[config.mk]
export PLATFORM = sky130hd
export DESIGN_NAME = ccomb_top
export DESIGN_NICKNAME = d
export VERILOG_FILES = /design/src/rtl/ccomb_pkg.sv /design/src/rtl/ccomb_bank.sv /design/src/rtl/ccomb_maps.sv /design/src/rtl/ccomb_mux.sv /design/src/rtl/ccomb_top.sv
export SDC_FILE = /design/constraint.sdc
export NUM_CORES = 1
export LEC_CHECK = 0
export ABC_AREA = 1
export BUFFER_PORTS_ARGS = -buffer_cell sky130_fd_sc_hd__buf_2
export CAP_MARGIN = 20
export CORE_MARGIN = 3
export CORE_UTILIZATION = 41
export DETAILED_ROUTE_END_ITERATION = 10
export GPL_ROUTABILITY_DRIVEN = 1
export HOLD_SLACK_MARGIN = 0.05
export MAX_ROUTING_LAYER = met4
export SLEW_MARGIN = 20
export SYNTH_ARGS = -nofsm -noshare
export SYNTH_HDL_FRONTEND = slang
export SYNTH_SLANG_ARGS = --single-unit
[constraint.sdc]
create_clock -name clk -period 5.2 [get_ports clk]
set_clock_uncertainty 0.15 [all_clocks]
set_input_delay 0.52 -clock clk [delete_from_list [all_inputs] [get_ports clk]]
set_output_delay 0.52 -clock clk [all_outputs]
set_load 0.03 [all_outputs]
[src/rtl/ccomb_pkg.sv]
package ccomb_pkg;

    parameter int CHUNK_W    = 8;
    parameter int NCHUNK     = 4;
    parameter int BANK_LINES = 8;

    localparam int LINE_W = CHUNK_W * NCHUNK;
    localparam int IDX_W  = $clog2(BANK_LINES);
    localparam int ADDR_W = IDX_W + 1;
    localparam int NLINES = 2 * BANK_LINES;

    typedef enum logic [1:0] {
        LK_OFF   = 2'd0,
        LK_DATA  = 2'd1,
        LK_SPARE = 2'd2
    } line_kind_e;

    typedef struct packed {
        line_kind_e           kind;
        logic [IDX_W-1:0]     spare_idx;
        logic [NCHUNK-1:0]    fault;
    } map_ent_t;

    typedef struct packed {
        logic                 bank;
        logic [IDX_W-1:0]     idx;
    } line_addr_t;

    function automatic logic [LINE_W-1:0] chunk_to_bits(input logic [NCHUNK-1:0] m);
        logic [LINE_W-1:0] r;
        for (int c = 0; c < NCHUNK; c++) begin
            r[c*CHUNK_W +: CHUNK_W] = {CHUNK_W{m[c]}};
        end
        return r;
    endfunction

endpackage

[src/rtl/ccomb_bank.sv]
module ccomb_bank
    import ccomb_pkg::*;
#(
    parameter int BANK_ID = 0
) (
    input  logic                 clk,
    input  logic                 rst,
    input  logic [IDX_W-1:0]     idx,
    input  logic                 we,
    input  logic [NCHUNK-1:0]    wmask,
    input  logic [LINE_W-1:0]    wdata,
    output logic [LINE_W-1:0]    rdata,
    input  logic                 inj_en,
    input  logic [ADDR_W-1:0]    inj_addr,
    input  logic [NCHUNK-1:0]    inj_mask
);

    localparam logic BSEL = BANK_ID[0];

    logic [LINE_W-1:0] mem_q [BANK_LINES];
    logic [LINE_W-1:0] wbits;
    logic              inj_hit;

    assign wbits   = chunk_to_bits(wmask);
    assign inj_hit = inj_en && (inj_addr == {BSEL, idx});

    always_ff @(posedge clk) begin
        if (rst) begin
            for (int i = 0; i < BANK_LINES; i++) begin
                mem_q[i] <= '0;
            end
        end else if (we) begin
            mem_q[idx] <= (mem_q[idx] & ~wbits) | (wdata & wbits);
        end
    end

    // stuck-at-one cells override stored bits on the read path
    assign rdata = mem_q[idx] | (inj_hit ? chunk_to_bits(inj_mask) : '0);

endmodule

[src/rtl/ccomb_maps.sv]
module ccomb_maps
    import ccomb_pkg::*;
(
    input  logic                 clk,
    input  logic                 rst,
    input  logic                 cfg_we,
    input  logic [ADDR_W-1:0]    cfg_addr,
    input  map_ent_t             cfg_ent,
    input  logic                 look_en,
    input  logic [ADDR_W-1:0]    look_addr,
    output map_ent_t             look_ent
);

    map_ent_t ent_q [NLINES];

    always_ff @(posedge clk) begin
        if (rst) begin
            for (int i = 0; i < NLINES; i++) begin
                ent_q[i] <= '{kind: LK_OFF, spare_idx: '0, fault: '0};
            end
        end else if (cfg_we) begin
            ent_q[cfg_addr] <= cfg_ent;
        end
    end

    // in bypass mode the tables are not consulted
    assign look_ent = look_en ? ent_q[look_addr] : '0;

endmodule

[src/rtl/ccomb_mux.sv]
module ccomb_mux
    import ccomb_pkg::*;
(
    input  logic [NCHUNK-1:0]    fault,
    input  logic [LINE_W-1:0]    own_line,
    input  logic [LINE_W-1:0]    spare_line,
    output logic [LINE_W-1:0]    merged,
    output logic [NCHUNK-1:0]    own_wmask,
    output logic [NCHUNK-1:0]    spare_wmask
);

    for (genvar c = 0; c < NCHUNK; c++) begin : g_chunk
        assign merged[c*CHUNK_W +: CHUNK_W] = fault[c] ? spare_line[c*CHUNK_W +: CHUNK_W]
                                                       : own_line[c*CHUNK_W +: CHUNK_W];
        assign own_wmask[c]   = ~fault[c];
        assign spare_wmask[c] =  fault[c];
    end

endmodule

[src/rtl/ccomb_top.sv]
module ccomb_top
    import ccomb_pkg::*;
(
    input  logic                 clk,
    input  logic                 rst,
    input  logic                 lp_mode,
    input  logic                 req_valid,
    output logic                 req_ready,
    input  logic                 req_we,
    input  logic [ADDR_W-1:0]    req_addr,
    input  logic [LINE_W-1:0]    req_wdata,
    output logic                 resp_valid,
    output logic                 resp_err,
    output logic [LINE_W-1:0]    resp_rdata,
    input  logic                 cfg_we,
    input  logic [ADDR_W-1:0]    cfg_addr,
    input  logic [1:0]           cfg_kind,
    input  logic [IDX_W-1:0]     cfg_spare_idx,
    input  logic [NCHUNK-1:0]    cfg_fault,
    input  logic                 inj_en,
    input  logic [ADDR_W-1:0]    inj_addr,
    input  logic [NCHUNK-1:0]    inj_mask
);

    line_addr_t          ra;
    map_ent_t            cfg_ent;
    map_ent_t            ent;
    logic                fire;
    logic                bad_line;
    logic [NCHUNK-1:0]   fault_eff;
    logic [LINE_W-1:0]   rd_line [2];
    logic [LINE_W-1:0]   own_line;
    logic [LINE_W-1:0]   spare_line;
    logic [LINE_W-1:0]   merged;
    logic [NCHUNK-1:0]   own_wmask;
    logic [NCHUNK-1:0]   spare_wmask;
    logic                bank_we;

    assign ra        = line_addr_t'(req_addr);
    assign req_ready = ~cfg_we;
    assign fire      = req_valid & req_ready;

    assign cfg_ent = '{kind: line_kind_e'(cfg_kind), spare_idx: cfg_spare_idx, fault: cfg_fault};

    ccomb_maps u_maps (
        .clk       (clk),
        .rst       (rst),
        .cfg_we    (cfg_we),
        .cfg_addr  (cfg_addr),
        .cfg_ent   (cfg_ent),
        .look_en   (lp_mode),
        .look_addr (req_addr),
        .look_ent  (ent)
    );

    assign bad_line  = lp_mode && (ent.kind != LK_DATA);
    assign fault_eff = lp_mode ? ent.fault : '0;
    assign bank_we   = fire & req_we & ~bad_line;

    for (genvar b = 0; b < 2; b++) begin : g_bank
        logic               is_own;
        logic [IDX_W-1:0]   b_idx;
        logic [NCHUNK-1:0]  b_mask;

        assign is_own = (ra.bank == b[0]);
        assign b_idx  = is_own ? ra.idx : ent.spare_idx;
        assign b_mask = is_own ? own_wmask : spare_wmask;

        ccomb_bank #(.BANK_ID(b)) u_bank (
            .clk      (clk),
            .rst      (rst),
            .idx      (b_idx),
            .we       (bank_we),
            .wmask    (b_mask),
            .wdata    (req_wdata),
            .rdata    (rd_line[b]),
            .inj_en   (inj_en),
            .inj_addr (inj_addr),
            .inj_mask (inj_mask)
        );
    end

    assign own_line   = rd_line[ra.bank];
    assign spare_line = rd_line[~ra.bank];

    ccomb_mux u_mux (
        .fault       (fault_eff),
        .own_line    (own_line),
        .spare_line  (spare_line),
        .merged      (merged),
        .own_wmask   (own_wmask),
        .spare_wmask (spare_wmask)
    );

    always_ff @(posedge clk) begin
        if (rst) begin
            resp_valid <= 1'b0;
            resp_err   <= 1'b0;
            resp_rdata <= '0;
        end else begin
            resp_valid <= fire;
            resp_err   <= fire & bad_line;
            resp_rdata <= (fire & ~req_we & ~bad_line) ? merged : '0;
        end
    end

endmodule

==> flow_summary.json <==
{
  "synthArstFlopShare_pct": 0,
  "area_growth_pct": 11.94,
  "initial_antenna_violation_count": 4,
  "maximum_number_of_pins_on_one_net_before_global_route_repair": 131,
  "final-max-slew-violation-count": 0,
  "gp_routability_congestion": 0.8758,
  "finalCritPeriodShare_pct": 64.57,
  "final_critical_path_setup_slack_ns": 1.842,
  "instances_no_fill": 4932,
  "synth_fp_nets": 3814,
  "timing.final.setup_violations": 0,
  "via_count_of_the_first_global_routing_pass": 24060,
  "grt_overflow_total": 0,
  "pwr_per_cell_area_mw_per_mm2": 353.2,
  "drt_first_pass_iters": 5,
  "comb_power_share_pct": 13.1,
  "post-route-util_pct": 46.69,
  "timing.critical_path.depth": 17,
  "critical_path_required_ns": 5.56,
  "clock_tree.buffer_depth": 3,
  "netlist_instances": 3750,
  "synth_compound_gate_area_share_pct": 1.902,
  "grt_pass1_wl_um": 148900,
  "placeableCoreArea_mm2": 0.08107,
  "cap_violations": 0,
  "status": "finished clean",
  "synth_warnings": 0,
  "share_of_total_power_consumed_by_net_switching_pct": 26.85,
  "detailedPlace.worstSlack_ns": 1.229,
  "numClockSinks": 690,
  "multi_input_area_mm2": 0.01057,
  "setup_tns_ns": 0,
  "crit_path_top_delay_cell": "sky130_fd_sc_hd__nor2_1",
  "synthTopCellsByArea": "sky130_fd_sc_hd__edfxtp_1, sky130_fd_sc_hd__nand2_1, sky130_fd_sc_hd__nor2_1",
  "worst-endpoint-arrival_ns": 3.72,
  "clockPowerShare_pct": 39.4,
  "power_leakage_nw": 16.29,
  "drt-vias-per-instance": 5.145,
  "power_report.internal_total_w": 0.009780,
  "synthesis.area_mm2": 0.03381,
  "post_synth_edffs": 656,
  "floorplan.die_area_mm2": 0.08596,
  "drtAntennaViolNets": 0,
  "place_inst": 4788,
  "drive_gt1_share_pct": 11.10,
  "initial_core_util_pct": 41.71,
  "final_hold_viol_count": 0,
  "yosys.area_share.adder_pct": 0,
  "synth_sequential_area_ratio_pct": 60.27,
  "sequential_cell_area_mm2": 0.02038,
  "top_cell_type_by_total_area_after_synthesis": "sky130_fd_sc_hd__edfxtp_1",
  "timing.critical_path.buf_inv": 3,
  "tightestPinTransition_ns": 0.8962,
  "timing.hold.worst.class": "input pin to flip-flop",
  "end_kind": "flip-flop",
  "cts_tree": "done",
  "fmax_ghz": 0.2978,
  "rows": 104,
  "synth.area.mux_share_pct": 0,
  "post-route-drc-count": 0,
  "width_of_the_die_um": 293.2,
  "mapped_avg_cell_area_um2": 9.017,
  "htree_num_levels": 3,
  "floorplan.io_pins": 99,
  "drt-total-wl_um": 99050,
  "synthDistinctLibCells": 37,
  "max-slew-margin-rel_pct": 40.25,
  "clk-insertion-delay-late_ns": 0.63,
  "grt_use_total_pct": 23.64,
  "post-route-min-period_ns": 3.358,
  "ir_worst_vdd_v": 0.0002839,
  "cell_depth_of_the_worst_flop_to_flop_path": 18,
  "yosys.area_share.simple_pct": 29.00,
  "worst_path_dominant_cell_family": "simple AND/OR/NAND/NOR gates",
  "hold-path-cell-count": 3,
  "nNetsFinal": 3870,
  "cts_hold_repair.buffers": 0,
  "wl_per_cell_um": 20.08,
  "grt_setup_unrepaired": "no",
  "port_buffers": 98,
  "place_hpwl_um": 59940,
  "detailroute.via_count": 25370,
  "synth_xor_area_share_pct": 0.09620,
  "worst-setup-path-type": "input pin to flip-flop",
  "cp_max_fo": 46,
  "die_y_um": 293.2,
  "clk_transition_reported_paths_ns": 0.06,
  "cts_buffer_count": 76,
  "synth_top_family_by_area": "simple AND/OR/NAND/NOR gates",
  "seq_power_share_pct": 47.5,
  "power.net_switching_w": 0.003590,
  "post-cts-setup-buffer-count": 0,
  "worst_path_largest_cell_delay_ns": 0.51,
  "ys_dominant_reg_cell": "sky130_fd_sc_hd__edfxtp_1",
  "iteration_0_drc_count_of_the_detailed_router": 2616,
  "cts_resized": 0,
  "yosysTopAreaCellShare_pct": 58.26,
  "ff_latch_count_synth": 690,
  "nFillCells": 7721,
  "critical_path.cell_chain": "buf_2 > buf_4 > nor2_1 > nor2_1 > nand2_1 > nand2_1 > nand2_1 > nand2_1 > o21ai_4 > buf_4 > nand3_1 > nand2_1 > nor2_1 > nand3_1 > nand2_2 > nor2_1 > nor2_1",
  "clock-root-buffer": "sky130_fd_sc_hd__clkbuf_16",
  "startpoint_type": "input pin"
}
## synth_stat cells (9+ instances only)
| cell type | instances |
|---|---|
| sky130_fd_sc_hd__buf_4 | 23 |
| sky130_fd_sc_hd__buf_2 | 106 |
| sky130_fd_sc_hd__nand2_2 | 42 |
| sky130_fd_sc_hd__o21ai_1 | 10 |
| sky130_fd_sc_hd__a21oi_1 | 12 |
| sky130_fd_sc_hd__o21ai_0 | 10 |
| sky130_fd_sc_hd__edfxtp_1 | 656 |
| sky130_fd_sc_hd__nand3b_1 | 160 |
| sky130_fd_sc_hd__nand2_1 | 843 |
| sky130_fd_sc_hd__nor2_1 | 833 |
| sky130_fd_sc_hd__clkbuf_1 | 52 |
| sky130_fd_sc_hd__inv_1 | 493 |
| sky130_fd_sc_hd__buf_6 | 13 |
| sky130_fd_sc_hd__nand3_1 | 345 |
| sky130_fd_sc_hd__o21ai_2 | 34 |
| sky130_fd_sc_hd__dfxtp_1 | 34 |
| sky130_fd_sc_hd__inv_2 | 9 |
| sky130_fd_sc_hd__or2_2 | 32 |
## layer usage
metal | share of wire (%) | track usage (%) | routed length [µm]
met1 | 44 | 33.03 | 43630
met2 | 45 | 35.81 | 44370
met4 | 2.3 | 6.025 | 2326
met3 | 8.8 | 4.354 | 8718
met5 | 0 | - | 0
## stage by stage
stage	power (W)	cell area (µm²)	hold slack, ns
after floorplan	0.007599	33810	0.5603
after global placement	0.008190	35440	0.6210
after detailed placement	0.008210	35440	0.6243
after CTS	0.01344	37840	0.2161
after global routing	0.01387	37850	0.2413
final	0.01337	37850	0.2625
## flip-flops by register name (all words and copies together), names as in the netlist
signal,cells
g_bank.u_bank.mem_q,512
resp_err,1
resp_rdata,32
resp_valid,1
u_maps.ent_q,144
## layout by cell type (no fill, tap or decap), drive strengths merged
master / Yosys / layout
a211oi: 2 / 2
nor2: 841 / 841
o21ai: 54 / 54
o31ai: 1 / 1
buf: 145 / 176
clkinv: 0 / 15
clkbuf: 53 / 118
bufinv: 0 / 1
nand4: 1 / 1
o22ai: 6 / 6
dfxtp: 34 / 34
nand3b: 160 / 160
a21oi: 15 / 15
nor3: 3 / 3
or2: 32 / 32
diode: 0 / 6
xor2: 2 / 2
nand3: 347 / 347
edfxtp: 656 / 656
a31oi: 1 / 1
a32o: 1 / 1
o221ai: 8 / 8
inv: 503 / 507
nand2: 885 / 885
## logic make-up after synthesis
family                    Yosys count
buffers and inverters             701
and+or+nand+nor                  2269
DFF                               690
AOI/OAI and AO/OA                  88
xor gates and xnor gates            2
## cell type report
cell class / count / share of cell area, %
Clock buffer: 118 / 5.963
Inverter: 503 / 5.004
Tap cell: 1060 / 3.504
Sequential cell: 690 / 53.84
Clock inverter: 20 / 0.3801
Antenna cell: 6 / 0.03966
Timing Repair Buffer: 176 / 3.338
Multi-Input combinational cell: 2359 / 27.93
## power by group through the flow
stage	Clock [W]	Sequential, W	Combinational [W]
3_5_place_dp	0	0.00646	0.00175
6_report	0.00527	0.00635	0.00175
5_1_grt	0.00558	0.00636	0.00193
2_1_floorplan	0	0.00646	0.00114
3_3_place_gp	0	0.00646	0.00173
4_1_cts	0.00534	0.00635	0.00175
## path summary, 6_finish.rpt
check                                                    from                       endpoint  slack, ns
worst min register to register  g_bank[0].u_bank.mem_q[1][18]                 resp_rdata[18]       0.64
worst min-delay path                            req_wdata[10]  g_bank[1].u_bank.mem_q[2][10]       0.26
worst max register to register             u_maps.ent_q[5][6]   g_bank[1].u_bank.mem_q[3][9]       1.95
worst max-delay path                              req_addr[0]                 resp_rdata[11]       1.84
## worst reg2reg max path, delay by kind of cell, from the launching register on
family	cells	cell delay, ns
AO/OA/AOI/OAI	1	0.14
buffers and inverters	4	0.84
flip-flops	1	0.33
AND/OR/NAND/NOR	13	1.69
Power figures use the tool's default switching activity.
